<file path="config.mk">
export PLATFORM = sky130hd
export DESIGN_NAME = xsh_unit
export DESIGN_NICKNAME = d
export VERILOG_FILES = /design/src/rtl/xsh_pkg.sv /design/src/rtl/xsh_decode.sv /design/src/rtl/xsh_len.sv /design/src/rtl/xsh_core.sv /design/src/rtl/xsh_unit.sv
export SDC_FILE = /design/constraint.sdc
export NUM_CORES = 1
export LEC_CHECK = 0
export BUFFER_PORTS_ARGS = -buffer_cell sky130_fd_sc_hd__buf_2
export CORE_MARGIN = 2
export CORE_UTILIZATION = 30
export CTS_CLUSTER_SIZE = 12
export DETAILED_ROUTE_END_ITERATION = 12
export PLACE_DENSITY = 0.5
export SLEW_MARGIN = 20
export SYNTH_ARGS = -nofsm -noshare
export SYNTH_HDL_FRONTEND = slang
export SYNTH_SLANG_ARGS = --single-unit
</file>
<file path="constraint.sdc">
create_clock -name clk -period 10.78 [get_ports clk]
set_input_delay 0.539 -clock clk [delete_from_list [all_inputs] [get_ports clk]]
set_output_delay 0.539 -clock clk [all_outputs]
set_load 0.05 [all_outputs]
</file>
<file path="src/rtl/xsh_pkg.sv">
package xsh_pkg;

  // Slice size selected by the two low option bits
  typedef enum logic [1:0] {
    SZ_BYTE = 2'b00,
    SZ_HALF = 2'b01,
    SZ_WORD = 2'b10,
    SZ_DBL  = 2'b11
  } slice_e;

  typedef struct packed {
    logic   is_signed;
    slice_e size;
  } ext_ctrl_t;

endpackage

</file>
<file path="src/rtl/xsh_decode.sv">
module xsh_decode
  import xsh_pkg::*;
(
  input  logic [2:0] opt,
  output ext_ctrl_t  ctrl
);

  always_comb begin
    ctrl.is_signed = opt[2];
    unique case (opt[1:0])
      2'b00:   ctrl.size = SZ_BYTE;
      2'b01:   ctrl.size = SZ_HALF;
      2'b10:   ctrl.size = SZ_WORD;
      default: ctrl.size = SZ_DBL;
    endcase
  end

endmodule

</file>
<file path="src/rtl/xsh_len.sv">
module xsh_len
  import xsh_pkg::*;
#(
  parameter int DATA_W   = 64,
  parameter int NARROW_W = 32,
  parameter int SH_W     = 3,
  localparam int LEN_W   = $clog2(DATA_W) + 1
) (
  input  slice_e             size,
  input  logic               narrow,
  input  logic [SH_W-1:0]    shamt,
  output logic [LEN_W-1:0]   eff_len,
  output logic [LEN_W-1:0]   res_w
);

  logic [LEN_W-1:0] coded_len;
  logic [LEN_W-1:0] room;

  always_comb begin
    unique case (size)
      SZ_BYTE: coded_len = LEN_W'(8);
      SZ_HALF: coded_len = LEN_W'(16);
      SZ_WORD: coded_len = LEN_W'(32);
      default: coded_len = LEN_W'(DATA_W);
    endcase
    res_w   = narrow ? LEN_W'(NARROW_W) : LEN_W'(DATA_W);
    room    = res_w - LEN_W'(shamt);
    eff_len = (coded_len < room) ? coded_len : room;
  end

endmodule

</file>
<file path="src/rtl/xsh_core.sv">
module xsh_core #(
  parameter int DATA_W = 64,
  parameter int SH_W   = 3,
  localparam int LEN_W = $clog2(DATA_W) + 1,
  localparam int IDX_W = $clog2(DATA_W)
) (
  input  logic [DATA_W-1:0] operand,
  input  logic              is_signed,
  input  logic [SH_W-1:0]   shamt,
  input  logic [LEN_W-1:0]  eff_len,
  input  logic [LEN_W-1:0]  res_w,
  output logic [DATA_W-1:0] result
);

  logic [LEN_W-1:0] top_idx;
  logic             fill;

  // Fused extend and shift: each result bit picks zero, a source bit, or the fill bit
  always_comb begin
    top_idx = eff_len - LEN_W'(1);
    fill    = is_signed & operand[top_idx[IDX_W-1:0]];
    for (int i = 0; i < DATA_W; i++) begin
      if (i < int'(shamt))
        result[i] = 1'b0;
      else if (i < int'(eff_len) + int'(shamt))
        result[i] = operand[i - int'(shamt)];
      else if (i < int'(res_w))
        result[i] = fill;
      else
        result[i] = 1'b0;
    end
  end

endmodule

</file>
<file path="src/rtl/xsh_unit.sv">
module xsh_unit
  import xsh_pkg::*;
#(
  parameter int DATA_W    = 64,
  parameter int NARROW_W  = 32,
  parameter int SH_W      = 3,
  parameter int MAX_SHIFT = 4
) (
  input  logic              clk,
  input  logic              rst,
  input  logic              in_valid,
  input  logic [DATA_W-1:0] in_operand,
  input  logic [2:0]        in_opt,
  input  logic [SH_W-1:0]   in_shamt,
  input  logic              in_narrow,
  output logic              out_valid,
  output logic [DATA_W-1:0] out_result,
  output logic              out_shift_err
);

  localparam int LEN_W = $clog2(DATA_W) + 1;

  ext_ctrl_t        ctrl;
  logic [LEN_W-1:0] eff_len;
  logic [LEN_W-1:0] res_w;
  logic [DATA_W-1:0] shaped;
  logic              bad_shift;

  xsh_decode u_decode (
    .opt  (in_opt),
    .ctrl (ctrl)
  );

  xsh_len #(
    .DATA_W   (DATA_W),
    .NARROW_W (NARROW_W),
    .SH_W     (SH_W)
  ) u_len (
    .size    (ctrl.size),
    .narrow  (in_narrow),
    .shamt   (in_shamt),
    .eff_len (eff_len),
    .res_w   (res_w)
  );

  xsh_core #(
    .DATA_W (DATA_W),
    .SH_W   (SH_W)
  ) u_core (
    .operand   (in_operand),
    .is_signed (ctrl.is_signed),
    .shamt     (in_shamt),
    .eff_len   (eff_len),
    .res_w     (res_w),
    .result    (shaped)
  );

  assign bad_shift = int'(in_shamt) > MAX_SHIFT;

  always_ff @(posedge clk) begin
    if (rst) begin
      out_valid     <= 1'b0;
      out_result    <= '0;
      out_shift_err <= 1'b0;
    end else begin
      out_valid <= in_valid;
      if (in_valid) begin
        out_result    <= bad_shift ? '0 : shaped;
        out_shift_err <= bad_shift;
      end
    end
  end

endmodule

</file>
# ---- Word level (Yosys, flattened, before mapping)
# Index checks and enable logic that the tools add are counted.
dict set report classes {
  n_addsub 67
  n_mul 0
  div 0
  magnitude_cmp 202
  n_eq_ne 4
  n_shift 0
  muxes 334
  n_bitwise 1
  reduce_logical 2
}
# operator count
set ops {}
lappend ops {{32-bit by 8-bit < comparator with 1-bit output, second input constant} 64}
lappend ops {{7-bit by 32-bit < comparator with 1-bit output, first input constant} 32}
lappend ops {{6-bit by 32-bit < comparator with 1-bit output, first input constant} 16}
lappend ops {{1-bit binary-select mux with 6-bit select} 65}
lappend ops {{1-bit two-way mux} 264}
lappend ops {{5-bit by 32-bit < comparator with 1-bit output, first input constant} 8}
lappend ops {{6-bit by 7-bit < comparator with 1-bit output, first input constant} 32}
lappend ops {{6-bit by 3-bit subtractor with 7-bit output, first input constant} 32}
lappend ops {{4-bit by 32-bit < comparator with 1-bit output, first input constant} 4}
lappend ops {{5-bit by 7-bit < comparator with 1-bit output, first input constant} 16}
lappend ops {{5-bit by 3-bit subtractor with 6-bit output, first input constant} 16}
lappend ops {{3-bit by 32-bit < comparator with 1-bit output, first input constant} 2}
lappend ops {{64-bit two-way mux} 1}
lappend ops {{4-bit by 7-bit < comparator with 1-bit output, first input constant} 8}
lappend ops {{4-bit by 3-bit subtractor with 5-bit output, first input constant} 8}
lappend ops {{1-bit by 32-bit < comparator with 1-bit output, first input constant} 1}
lappend ops {{2-bit by 32-bit < comparator with 1-bit output, first input constant} 1}
lappend ops {{3-bit by 7-bit < comparator with 1-bit output, first input constant} 4}
lappend ops {{7-bit case mux with 3 select lines} 1}
lappend ops {{3-bit by 3-bit subtractor with 4-bit output, first input constant} 4}
lappend ops {{1-bit by 7-bit < comparator with 1-bit output, first input constant} 2}
lappend ops {{2-bit by 7-bit < comparator with 1-bit output, first input constant} 2}
lappend ops {{7-bit two-way mux} 2}
lappend ops {{3-bit < comparator, first input constant} 3}
lappend ops {{other kinds (15)} 22}
dict set report word_totals {
  reg_bits 66
  latch_bits 0
  mem_bits_rw 0
  rom_bits 0
  out_inout_bits 66
  word_cells 613
  mem_count 0
}

# ---- Longest topological paths before layout
# Gate-level depths: netlist of the first run.
dict set report logic_depth {
  word_depth 14
  mapped_depth 26
}

# ---- Modules after synthesis
# From an unflattened synthesis of the first run, not the netlist that was laid out.
dict set report unflattened {
  hier_cells 1020
  hier_area_um2 9246.4
}
# module instances cells_per_inst area_per_inst_um2
set modules_own_cells {}
lappend modules_own_cells {xsh_core 1 756 6152.2}
lappend modules_own_cells {xsh_unit 1 220 2742.6}
lappend modules_own_cells {xsh_len 1 41 336.6}
lappend modules_own_cells {xsh_decode 1 3 15.0}

# ---- Least setup slack after synthesis of the first run
# No wires, ideal clock.
dict set report synth_timing {
  path_kind {input -> register}
  from {input port in_shamt[1]}
  to {register out_result[34]}
  arrival_ns 5.929
  required_time_ns 10.646
  slack_ns 4.717
  stages 23
  n_path_buf 7
  path_cell_list {clkbuf_1 > buf_1 > clkbuf_1 > inv_1 > ha_1 > clkbuf_1 > nand2_1 > inv_1 > clkbuf_1 > ha_1 > nand4_1 > o211a_4 > o21ai_2 > nand2_1 > ha_1 > clkbuf_1 > mux4_2 > mux2i_1 > nand2_1 > and4_1 > o311ai_4 > buf_6 > o31ai_1}
}
dict set report synth_via {
  elab_chain_len 10
}
# item line_no
set synth_rtl {}
lappend synth_rtl {{start, declared} xsh_unit.sv:14} ;# input logic [SH_W-1:0] in_shamt,
lappend synth_rtl {{7-bit by 3-bit subtractor with 7-bit output} xsh_len.sv:27} ;# room = res_w - LEN_W'(shamt);
lappend synth_rtl {{7-bit < comparator} xsh_len.sv:28} ;# eff_len = (coded_len < room) ? coded_len : room;
lappend synth_rtl {{7-bit two-way mux} xsh_len.sv:28}
lappend synth_rtl {{6-bit by 1-bit subtractor with 6-bit output} xsh_core.sv:20} ;# top_idx = eff_len - LEN_W'(1);
lappend synth_rtl {{1-bit binary-select mux with 6-bit select} xsh_core.sv:21} ;# fill = is_signed & operand[top_idx[IDX_W-1:0]];
lappend synth_rtl {{1-bit two-way mux (not written as such)} xsh_core.sv:21}
lappend synth_rtl {{1-bit bitwise AND} xsh_core.sv:21}
lappend synth_rtl {{1-bit two-way mux} xsh_core.sv:27} ;# else if (i < int'(res_w))
lappend synth_rtl {{1-bit two-way mux} xsh_core.sv:25} ;# else if (i < int'(eff_len) + int'(shamt))
lappend synth_rtl {{64-bit two-way mux (*)} xsh_unit.sv:68} ;# out_result <= bad_shift ? '0 : shaped;
lappend synth_rtl {{end signal, assigned} xsh_unit.sv:68}
lappend synth_rtl {{end, declared} xsh_unit.sv:17} ;# output logic [DATA_W-1:0] out_result,
# Every way passes the cells marked *; elsewhere a longest branch is shown, timed or not. The select of a mux whose other input is x is not followed.
# A chain may end at the register's enable or synchronous reset.

# ---- Worst setup path after layout of the first run
dict set report layout_timing {
  from {input port in_shamt[2]}
  to {register out_result[2]}
}
dict set report layout_via {
  elab_chain_len 11
}
# item line_no
set layout_rtl {}
lappend layout_rtl {{7-bit by 3-bit subtractor with 7-bit output} xsh_len.sv:27}
lappend layout_rtl {{7-bit < comparator} xsh_len.sv:28}
lappend layout_rtl {{7-bit two-way mux} xsh_len.sv:28}
lappend layout_rtl {{6-bit by 1-bit subtractor with 6-bit output} xsh_core.sv:20}
lappend layout_rtl {{1-bit binary-select mux with 6-bit select} xsh_core.sv:21}
lappend layout_rtl {{1-bit two-way mux (not written as such)} xsh_core.sv:21}
lappend layout_rtl {{1-bit bitwise AND} xsh_core.sv:21}
lappend layout_rtl {{1-bit two-way mux} xsh_core.sv:27}
lappend layout_rtl {{1-bit two-way mux} xsh_core.sv:25}
lappend layout_rtl {{1-bit two-way mux} xsh_core.sv:23} ;# if (i < int'(shamt))
lappend layout_rtl {{64-bit two-way mux (*)} xsh_unit.sv:68}
# Marks and branches as above.

==> summary.log, run 1 <==
[layout] final instance count without filler cells 1232
[power_and_ir_drop] combinational share of power 49.0%
[synthesis] average cell area after synthesis 8.90 sq um
[placement] weighted congestion reported at the end of routability-driven placement 0.950
[global_route] via count of the first global-routing pass 7104
[global_route] total overflow reported by the global router 0
[clock_tree] clock insertion delay at the later pin of the skew report 0.33 ns
[power_and_ir_drop] clock group share of total power 25.7%
[die] die width 159 um
[synthesis] Yosys warning count 0
[clock_tree] TritonCTS clock tree done
[placement] Placed Cells 1217
[status] result of the run finished, final reports clean
[synthesis] post-synthesis sequential element count 66
[power_and_ir_drop] leakage power total 3.36 nW
[critical_path] critical path startpoint in_shamt[2]
[timing] portion of the clock cycle consumed by the worst path in the final layout 65.9%
[die] Core ar. 23500 sq um
[timing] post-route setup TNS 0 ns
[power_and_ir_drop] proportion of power drawn by flip-flops and latches 25.3%
[global_route] initial antenna violation count 1
[critical_path] biggest fanout along the worst timing path 62
[layout] share of cells above drive strength 1 30.4%
[timing] number of pins with negative max-slew slack in the final report 0
[route] Avg WL per Cell 24.5 um
[clock_tree] CTS resizes 0
[layout] commonest non-fill, non-tap cell in the layout sky130_fd_sc_hd__buf_2
[run] count of max-cap constraint violations 0
[timing] time the worst path needs with I/O delays and setup 7.10 ns
[synthesis] post-synthesis net count 904
[synthesis] area of the mapped netlist 7230 sq um
[clock_tree] clock-pin slew on the worst setup and hold paths 0.05 ns
[route] routed wire length 30200 um
[critical_path] kind of end point of the critical path register
[power_and_ir_drop] Switching Share 44.3%
[die] num rows 56
[critical_path] CP cell instances buf_2 -> inv_1 -> ha_1 -> nand2_1 -> inv_1 -> xor2_1 -> ha_1 -> and2_1 -> o2111a_1 -> or2_1 -> buf_4 -> clkinv_4 -> ha_1 -> xnor2_2 -> mux4_2 -> o2111ai_1 -> o22ai_2 -> o311ai_4 -> buf_4 -> o21ai_0
[route] average vias per placed instance 6.09
[clock_tree] Max H-tree Level 3
[critical_path] element type at the critical path start input pin
[die] starting utilization of the core area 30.7%
[critical_path] crit-path most repeated cell sky130_fd_sc_hd__ha_1
[die] floorplan die area 25400 sq um
[critical_path] data arrival time of the critical path 7.29 ns
[clock_tree] number of sinks handled by clock tree synthesis 66
[critical_path] stage delay of the slowest cell on the critical path 0.67 ns
[timing] Fin Clk Skew 0 ns
[layout] leading cell types in the layout, fill and taps excluded 138 x sky130_fd_sc_hd__buf_2, 124 x sky130_fd_sc_hd__nand2_1, 94 x sky130_fd_sc_hd__o21ai_0
[critical_path] crit path buf inv count 6
[timing] Final setup violation count 0
[power_and_ir_drop] Cell Int Power 0.608 mW
[critical_path] Crit Reg-Reg Startpoint out_result[5]
[die] IO Count 140
[critical_path] WS Path Type input pin to register
[power_and_ir_drop] power per unit of standard cell area 130 nW/um^2
[route] via count 7498
[layout] final net count 1000
[clock_tree] Hold Buf Count CTS 0
[die] vertical die dimension 159 um
[timing] Tightest Pin Transition 1.09 ns
[clock_tree] root buffer cell sky130_fd_sc_hd__clkbuf_16
[route] DRC violation count after routing 0
[timing] Relative slew margins 26.4%
[timing] final hold viol count 0
[timing] highest achievable clock rate 141 MHz
[global_route] largest net degree at the start of global routing 63
[synthesis] part of the Yosys area used for sequential elements 18.3%
[global_route] total routing resource utilization after global routing 23.4%
[route] count of antenna-violating nets left after detailed routing 0
[worst_hold_path] worst min-delay path category register to register
[power_and_ir_drop] sw power 0.484 mW
[placement] # port buffers 139
[clock_tree] setup repair bufs after CTS 0
[clock_tree] Clock Path Buffers 2
[timing] setup repair after global routing missed its margin no
[route] number of DRC markers after the initial detailed-route iteration 796
[critical_path] slowest cell on the critical path sky130_fd_sc_hd__xnor2_2
[placement] detailed placement HPWL 23500 um
[critical_path] required arrival time at the worst endpoint 10.97 ns
[synthesis] count of flip-flops with a built-in enable after synthesis 0
[worst_hold_path] worst hold path startpoint out_result[51]
[synthesis] count of different cell masters after synthesis 66
[critical_path] cell class contributing the biggest share of worst-path delay buffers and inverters
[synthesis] leading register cell type out of synthesis sky130_fd_sc_hd__dfxtp_1
[power_and_ir_drop] Worst IR Drop VDD 0.0000753 V
[synthesis] share of flip-flops with an asynchronous set or reset 0%
[power_and_ir_drop] post-layout power 1.09 mW
[synthesis] gate count of the mapped netlist 813
[global_route] global-route wire length before repair 45600 um
[route] number of optimization iterations in the first detailed-route pass 5
[clock_tree] number of buffers created by CTS 9
[layout] Area growth syn-to-layout 16.2%
-- cells by family (layout without fill, tap and decap cells) --
logic type / Yosys count / count (layout) / share of synthesized area, %
other: 0 / 1 / 0
muxes: 135 / 135 / 31.5
AOI/OAI and AO/OA: 277 / 277 / 26.5
and+or+nand+nor: 221 / 221 / 13.9
adders and majority gates: 17 / 17 / 2.94
DFF: 66 / 66 / 18.3
xor gates and xnor gates: 10 / 10 / 1.31
buffers and inverters: 87 / 186 / 5.55
-- cell usage after synthesis (3+ instances only) --
library cell | count | share of area, %
sky130_fd_sc_hd__a211oi_1 | 7 | 0.73
sky130_fd_sc_hd__a21o_1 | 5 | 0.52
sky130_fd_sc_hd__a21oi_1 | 35 | 2.4
sky130_fd_sc_hd__a21oi_4 | 3 | 0.67
sky130_fd_sc_hd__a221oi_1 | 3 | 0.36
sky130_fd_sc_hd__a22oi_1 | 12 | 1.2
sky130_fd_sc_hd__a31oi_1 | 9 | 0.78
sky130_fd_sc_hd__a32oi_1 | 46 | 5.6
sky130_fd_sc_hd__and2_1 | 7 | 0.61
sky130_fd_sc_hd__and3_1 | 3 | 0.26
sky130_fd_sc_hd__buf_1 | 10 | 0.52
sky130_fd_sc_hd__buf_2 | 8 | 0.55
sky130_fd_sc_hd__buf_4 | 4 | 0.42
sky130_fd_sc_hd__buf_6 | 6 | 0.93
sky130_fd_sc_hd__clkbuf_1 | 40 | 2.1
sky130_fd_sc_hd__dfxtp_1 | 66 | 18
sky130_fd_sc_hd__ha_1 | 17 | 2.9
sky130_fd_sc_hd__inv_1 | 17 | 0.88
sky130_fd_sc_hd__mux2_2 | 11 | 1.7
sky130_fd_sc_hd__mux2i_1 | 51 | 7.1
sky130_fd_sc_hd__mux4_2 | 73 | 23
sky130_fd_sc_hd__nand2_1 | 124 | 6.4
sky130_fd_sc_hd__nand2b_1 | 7 | 0.61
sky130_fd_sc_hd__nand3_1 | 9 | 0.62
sky130_fd_sc_hd__nand3b_1 | 3 | 0.31
sky130_fd_sc_hd__nand4_1 | 5 | 0.43
sky130_fd_sc_hd__nor2_1 | 30 | 1.6
sky130_fd_sc_hd__nor2b_1 | 7 | 0.61
sky130_fd_sc_hd__nor3_1 | 8 | 0.55
sky130_fd_sc_hd__nor4_1 | 3 | 0.26
sky130_fd_sc_hd__o211ai_1 | 8 | 0.83
sky130_fd_sc_hd__o21ai_0 | 94 | 6.5
sky130_fd_sc_hd__o21ai_1 | 3 | 0.21
sky130_fd_sc_hd__o22ai_1 | 4 | 0.35
sky130_fd_sc_hd__o31ai_1 | 22 | 2.3
sky130_fd_sc_hd__o31ai_2 | 7 | 1.2
sky130_fd_sc_hd__or3_1 | 4 | 0.35
sky130_fd_sc_hd__xnor2_1 | 5 | 0.61
sky130_fd_sc_hd__xor2_1 | 4 | 0.48
-- through the flow --
stage | cell area [sq um] | utilization, % | worst slack [ns] | hold slack [ns]
6_report | 8400 | 35.7 | 3.68 | 0.463
5_1_grt | 8400 | 35.7 | 3.19 | 0.500
4_1_cts | 8400 | 35.7 | 3.79 | 0.469
3_5_place_dp | 8120 | 34.5 | 3.43 | 0.454
3_3_place_gp | 8120 | 34.5 | 3.65 | 0.450
2_1_floorplan | 7230 | - | 4.72 | 0.690
-- per-layer routing --
layer  share of wire (%)  global-route usage, %
met5                   0                      0
met2                  47                   38.7
met1                  44                   32.5
met4                 2.3                   5.37
met3                 7.2                   3.23
-- flip-flops by register name, summed over array words and instances (netlist names) --
register       flops
out_result        64
out_shift_err      1
out_valid          1
-- worst min-delay path: cells and delay by family, from the launching register on --
family	cells	cell delay [ns]
flops	1	0.32
compound gates	2	0.11
-- power by group through the flow --
| stage | combinational (mW) | clock [mW] | sequential [mW] |
|---|---|---|---|
| after floorplan | 0.295 | 0 | 0.345 |
| after global placement | 0.526 | 0 | 0.282 |
| after detailed placement | 0.527 | 0 | 0.281 |
| after CTS | 0.529 | 0.283 | 0.276 |
| after global routing | 0.566 | 0.294 | 0.278 |
| final | 0.535 | 0.281 | 0.276 |
-- layout make-up --
cell class | instances | area (sq um)
Antenna cell | 1 | 2.50
Clock buffer | 12 | 267
Clock inverter | 2 | 12.5
Fill cell | 2517 | 15100
Inverter | 19 | 76.3
Multi-Input combinational cell | 660 | 5520
Sequential cell | 66 | 1320
Tap cell | 319 | 399
Timing Repair Buffer | 153 | 803
-- path summary, 6_finish.rpt --
check                    to  slack, ns  cells after the start
max           out_result[2]       3.68                     20
min          out_result[51]       0.46                      2
max reg2reg   out_result[5]       9.91                      3
min reg2reg  out_result[51]       0.46                      2
Note: power is estimated with default switching activity, not from simulation.
==> inputs of run 2 (changes only) <==
PLACE_DENSITY = 0.51   (was 0.5)
clock period = 6.06 ns   (was 10.78 ns; I/O delays follow)
==> summary.log, run 2 (synthesis results as in run 1) <==
[power_and_ir_drop] Worst IR Drop VDD 0.000154 V
[status] result of the run finished, final reports clean
[timing] Fin Clk Skew 0 ns
[global_route] largest net degree at the start of global routing 63
[timing] highest achievable clock rate 195 MHz
[clock_tree] Max H-tree Level 3
[route] DRC violation count after routing 0
[route] number of DRC markers after the initial detailed-route iteration 733
[layout] final core area utilization 36.3%
[route] highest metal layer with signal wires met4
[route] detailed route wirelength on metal2 13200 um
[timing] portion of the clock cycle consumed by the worst path in the final layout 84.7%
[critical_path] WS Path Type input pin to register
[critical_path] kind of end point of the critical path register
[placement] detailed placement HPWL 23300 um
[placement] Placed Cells 1226
[timing] final hold viol count 0
[power_and_ir_drop] leakage power total 3.44 nW
[timing] setup repair after global routing missed its margin no
[critical_path] R2R setup slack 5.18 ns
[route] routed wire length 29800 um
[critical_path] Setup crit end out_result[57]
[placement] # port buffers 139
[clock_tree] CTS resizes 0
[layout] Reg with most FFs out_result
[route] count of antenna-violating nets left after detailed routing 0
[die] IO Count 140
[critical_path] required arrival time at the worst endpoint 6.31 ns
[global_route] total routing resource utilization after global routing 23.4%
[critical_path] Crit Reg-Reg Startpoint out_result[5]
[timing] time the worst path needs with I/O delays and setup 5.13 ns
[layout] leading cell types in the layout, fill and taps excluded 138 x sky130_fd_sc_hd__buf_2, 124 x sky130_fd_sc_hd__nand2_1, 94 x sky130_fd_sc_hd__o21ai_0
[route] Avg WL per Cell 24.0 um
[critical_path] biggest fanout along the worst timing path 9
[timing] number of pins with negative max-slew slack in the final report 0
[power_and_ir_drop] post-layout power 2.04 mW
[critical_path] critical path startpoint in_shamt[0]
[critical_path] r2r worst-path depth 3
[layout] fill cell instance count of the final layout 2497
[clock_tree] root buffer cell sky130_fd_sc_hd__clkbuf_16
[route] number of optimization iterations in the first detailed-route pass 5
[layout] share of cells above drive strength 1 31.1%
[layout] Area growth syn-to-layout 18.0%
[global_route] via count of the first global-routing pass 7106
[layout] commonest non-fill, non-tap cell in the layout sky130_fd_sc_hd__buf_2
[critical_path] element type at the critical path start input pin
[critical_path] stage delay of the slowest cell on the critical path 0.70 ns
[layout] final net count 1009
[layout] multi-input combinational cell area 5520 sq um
[timing] Tightest Pin Transition 0.949 ns
[layout] sequential cell area 1320 sq um
[die] floorplan die area 25400 sq um
[critical_path] endpoint of the most critical register-to-register path out_result[5]
[worst_hold_path] worst min-delay path category input pin to register
[die] die width 159 um
[clock_tree] Hold Buf Count CTS 0
[clock_tree] clock insertion delay at the later pin of the skew report 0.34 ns
[layout] antenna diode count 0
[layout] number of flip-flops under the largest register name 64
[critical_path] slowest cell on the critical path sky130_fd_sc_hd__a21oi_1
[clock_tree] number of buffers created by CTS 9
[clock_tree] setup repair bufs after CTS 0
[timing] post-route setup TNS 0 ns
[timing] worst hold margin 0.237 ns
[route] met3 WL 1850 um
[critical_path] data arrival time of the critical path 5.38 ns
[die] Core ar. 23500 sq um
[global_route] total overflow reported by the global router 0
[clock_tree] Clock Path Buffers 2
[die] starting utilization of the core area 30.7%
[timing] Relative slew margins 36.2%
[global_route] initial antenna violation count 0
[clock_tree] clock-pin slew on the worst setup and hold paths 0.06 ns
[timing] Final setup violation count 0
[die] num rows 56
[route] DRT met1 WL 13200 um
[placement] weighted congestion reported at the end of routability-driven placement 0.959
[layout] final instance count without filler cells 1242
[run] count of max-cap constraint violations 0
[clock_tree] number of sinks handled by clock tree synthesis 66
[route] via count 7331
[global_route] global-route wire length before repair 45500 um
[critical_path] CP cell instances buf_4 -> clkinv_1 -> ha_1 -> inv_1 -> or3_1 -> ha_1 -> nand2_1 -> a21oi_1 -> nor2_1 -> nand2_1 -> nand2_1 -> ha_1 -> a21oi_1 -> xnor2_1 -> nor2_1 -> a21oi_1 -> buf_4 -> nor2_1 -> o21ai_0 -> a32oi_1 -> o31ai_1
[clock_tree] TritonCTS clock tree done
[die] vertical die dimension 159 um
[layout] registers with the highest flip-flop counts out_result (64), out_shift_err (1), out_valid (1)
[route] average vias per placed instance 5.90
[power_and_ir_drop] power per unit of standard cell area 239 nW/um^2
[run 2: cell count changes in the layout (fill, tap and decap cells not counted), sizes merged]
cell / change
clkinvlp: -1
clkbuf: -2
clkinv: +2
buf: +9
diode: -1
bufinv: +3
[run 2: worst min path at each step]
| stage | cells past startpoint | slack [ns] | end | start |
|---|---|---|---|---|
| floorplan | 2 | 0.45 | out_result[1] | in_opt[2] |
| global placement | 2 | 0.45 | out_result[28] | out_result[28] |
| detailed placement | 2 | 0.45 | out_result[56] | out_result[56] |
| CTS | 2 | 0.24 | out_valid | rst |
| global route | 2 | 0.27 | out_shift_err | rst |
| finish | 2 | 0.24 | out_valid | rst |
[run 2: through the flow]
stage	setup WS (ns)	cell area [sq um]
6_report	0.927	8540
5_1_grt	0.499	8540
4_1_cts	0.977	8540
3_5_place_dp	0.644	8200
3_3_place_gp	0.553	8200
2_1_floorplan	0.233	7230
[run 2: layer usage]
| metal | up-vias | GRT usage, % |
|---|---|---|
| met1 | 3541 | 32.0 |
| li1 | 3402 | - |
| met3 | 65 | 4.25 |
| met4 | 0 | 11.2 |
| met5 | - | 0 |
| met2 | 323 | 35.7 |
[run 2: final cells by class]
type	count	area share, %
clock buffers	10	2.68
clock inverters	6	1.23
inverters	19	0.894
multi-input cells	660	64.7
flip-flops and latches	66	15.5
well taps	319	4.68
repair buffers	162	10.3
[run 2: power breakdown]
part           internal, mW  switching, mW  total (mW)  leakage (nW)
logic                 0.314          0.634       0.947          2.73
registers             0.469         0.0231       0.492         0.537
clock network         0.400          0.204       0.604         0.166
total                  1.18          0.861        2.04          3.44
[run 2: worst max-delay path, delay by kind of cell]
kind / cells / cell delay (ns)
simple gates: 7 / 1.05
compound gates: 6 / 2.28
fa+ha+maj: 3 / 0.93
buf+inv: 4 / 0.65
xor+xnor: 1 / 0.15
==> inputs of run 3 (changes only) <==
clock period = 4.2 ns   (was 6.06 ns; I/O delays follow)
==> summary.log, run 3 (synthesis results as in run 1) <==
[power_and_ir_drop] Worst IR Drop VDD 0.000194 V
[timing] Relative slew margins 26.1%
[critical_path] required arrival time at the worst endpoint 4.46 ns
[layout] number of flip-flops under the largest register name 64
[placement] cell area reported after detailed placement 8740 sq um
[die] floorplan die area 25400 sq um
[die] num rows 56
[route] number of optimization iterations in the first detailed-route pass 5
[layout] final core area utilization 38.4%
[clock_tree] Max H-tree Level 3
[power_and_ir_drop] Cell Int Power 1.72 mW
[layout] final net count 1059
[critical_path] kind of end point of the critical path register
[clock_tree] clock-pin slew on the worst setup and hold paths 0.05 ns
[timing] post-route setup TNS 0 ns
[critical_path] crit-path most repeated cell sky130_fd_sc_hd__buf_4
[layout] share of cells above drive strength 1 36.4%
[placement] weighted congestion reported at the end of routability-driven placement 0.926
[die] die width 159 um
[critical_path] R2R setup slack 3.35 ns
[global_route] via count of the first global-routing pass 7285
[clock_tree] number of buffers created by CTS 9
[layout] commonest non-fill, non-tap cell in the layout sky130_fd_sc_hd__buf_2
[die] IO Count 140
[clock_tree] CTS resizes 0
[critical_path] stage delay of the slowest cell on the critical path 0.63 ns
[route] average vias per placed instance 5.86
[timing] highest achievable clock rate 250 MHz
[die] Core ar. 23500 sq um
[layout] Reg with most FFs out_result
[layout] multi-input combinational cell area 5650 sq um
[layout] Post-Layout Inst Area 9040 sq um
[timing] number of pins with negative max-slew slack in the final report 0
[layout] sequential cell area 1320 sq um
[run] count of max-cap constraint violations 0
[critical_path] element type at the critical path start input pin
[clock_tree] Hold Buf Count CTS 0
[route] DRC violation count after routing 0
[placement] # port buffers 139
[power_and_ir_drop] leakage power total 3.68 nW
[timing] Tightest Pin Transition 1.11 ns
[die] vertical die dimension 159 um
[power_and_ir_drop] clock group share of total power 26.1%
[route] routed wire length 29900 um
[critical_path] CP cell instances buf_4 -> clkinv_1 -> ha_4 -> inv_1 -> or3_4 -> ha_4 -> nand3_1 -> o32ai_1 -> or2_1 -> buf_4 -> ha_2 -> a21oi_2 -> nor2_1 -> o211ai_1 -> nand3b_1 -> buf_4 -> nand4b_1 -> a221oi_1 -> buf_4 -> a21oi_1 -> o21ai_1
[timing] Worst Slack Setup Final 0.197 ns
[critical_path] crit path buf inv count 6
[global_route] total routing resource utilization after global routing 23.5%
[global_route] total overflow reported by the global router 0
[route] Avg WL per Cell 23.1 um
[critical_path] data arrival time of the critical path 4.27 ns
[status] result of the run finished, final reports clean
[power_and_ir_drop] power per unit of standard cell area 328 nW/um^2
[die] starting utilization of the core area 30.7%
[worst_hold_path] worst min-delay path category input pin to register
[timing] Fin Clk Skew 0 ns
[route] via count 7559
[critical_path] WS Path Type input pin to register
[power_and_ir_drop] proportion of power drawn by flip-flops and latches 23.9%
[clock_tree] setup repair bufs after CTS 0
[layout] fill cell instance count of the final layout 2496
[layout] Area growth syn-to-layout 25.1%
[timing] final hold viol count 0
[layout] antenna diode count 0
[clock_tree] Clock Path Buffers 2
[placement] pre-CTS setup slack -0.0435 ns
[route] number of DRC markers after the initial detailed-route iteration 695
[power_and_ir_drop] combinational share of power 50.0%
[power_and_ir_drop] post-layout power 2.97 mW
[timing] setup repair after global routing missed its margin no
[power_and_ir_drop] Switching Share 42.0%
[critical_path] slowest cell on the critical path sky130_fd_sc_hd__a221oi_1
[clock_tree] TritonCTS clock tree done
[placement] detailed placement HPWL 23600 um
[global_route] largest net degree at the start of global routing 63
[timing] portion of the clock cycle consumed by the worst path in the final layout 95.3%
[timing] Final setup violation count 0
[route] count of antenna-violating nets left after detailed routing 0
[clock_tree] number of sinks handled by clock tree synthesis 66
[clock_tree] clock insertion delay at the later pin of the skew report 0.34 ns
[timing] time the worst path needs with I/O delays and setup 4.00 ns
[layout] leading cell types in the layout, fill and taps excluded 138 x sky130_fd_sc_hd__buf_2, 122 x sky130_fd_sc_hd__nand2_1, 73 x sky130_fd_sc_hd__mux4_2
[global_route] global-route wire length before repair 45700 um
[global_route] initial antenna violation count 0
[layout] registers with the highest flip-flop counts out_result (64), out_shift_err (1), out_valid (1)
[clock_tree] root buffer cell sky130_fd_sc_hd__clkbuf_16
[power_and_ir_drop] sw power 1.25 mW
[critical_path] biggest fanout along the worst timing path 7
[critical_path] cell class contributing the biggest share of worst-path delay simple AND/OR/NAND/NOR gates
[run 3: worst register-to-register path: stages (launching register included)]
cell                      delay, ns
sky130_fd_sc_hd__dfxtp_1       0.32
sky130_fd_sc_hd__and2_1        0.14
sky130_fd_sc_hd__a41oi_1       0.18
sky130_fd_sc_hd__o31ai_2       0.09
[run 3: cell type report]
type | instances | area share (%)
multi-input combinational | 660 | 62.5
clock inverter | 2 | 0.387
sequential | 66 | 14.6
tap | 319 | 4.41
timing repair buffer | 212 | 14.2
inverter | 19 | 0.955
clock buffer | 13 | 2.99
[run 3: through the flow]
step	instances	hold WS, ns
2_1_floorplan	813	0.361
3_3_place_gp	1276	0.449
3_5_place_dp	1276	0.452
4_1_cts	1291	0.156
5_1_grt	1291	0.184
6_report	1291	0.165
[run 3: power groups by stage]
| stage | Clock [mW] | Sequential [mW] | Combinational, mW |
|---|---|---|---|
| 2_1_floorplan | 0 | 0.884 | 0.808 |
| 3_3_place_gp | 0 | 0.723 | 1.46 |
| 3_5_place_dp | 0 | 0.722 | 1.46 |
| 4_1_cts | 0.789 | 0.709 | 1.47 |
| 5_1_grt | 0.819 | 0.714 | 1.58 |
| 6_report | 0.775 | 0.709 | 1.48 |
[run 3: path summary, 6_finish.rpt]
path | startpoint | endpoint | cells after the start
setup / recovery | in_shamt[0] | out_result[55] | 21
hold / removal | rst | out_valid | 2
setup reg to reg | out_result[5] | out_result[5] | 3
hold reg to reg | out_result[59] | out_result[59] | 2
[run 3: metal layers]
layer / share of wire (%) / track usage, % / vias to the layer above / wire length, um
met5: 0 / 0 / - / 0
met4: 5.6 / 12.4 / 0 / 1660
met3: 7.0 / 4.45 / 65 / 2090
met2: 44 / 35.5 / 351 / 13100
met1: 44 / 31.9 / 3634 / 13000
li1: - / - / 3509 / -
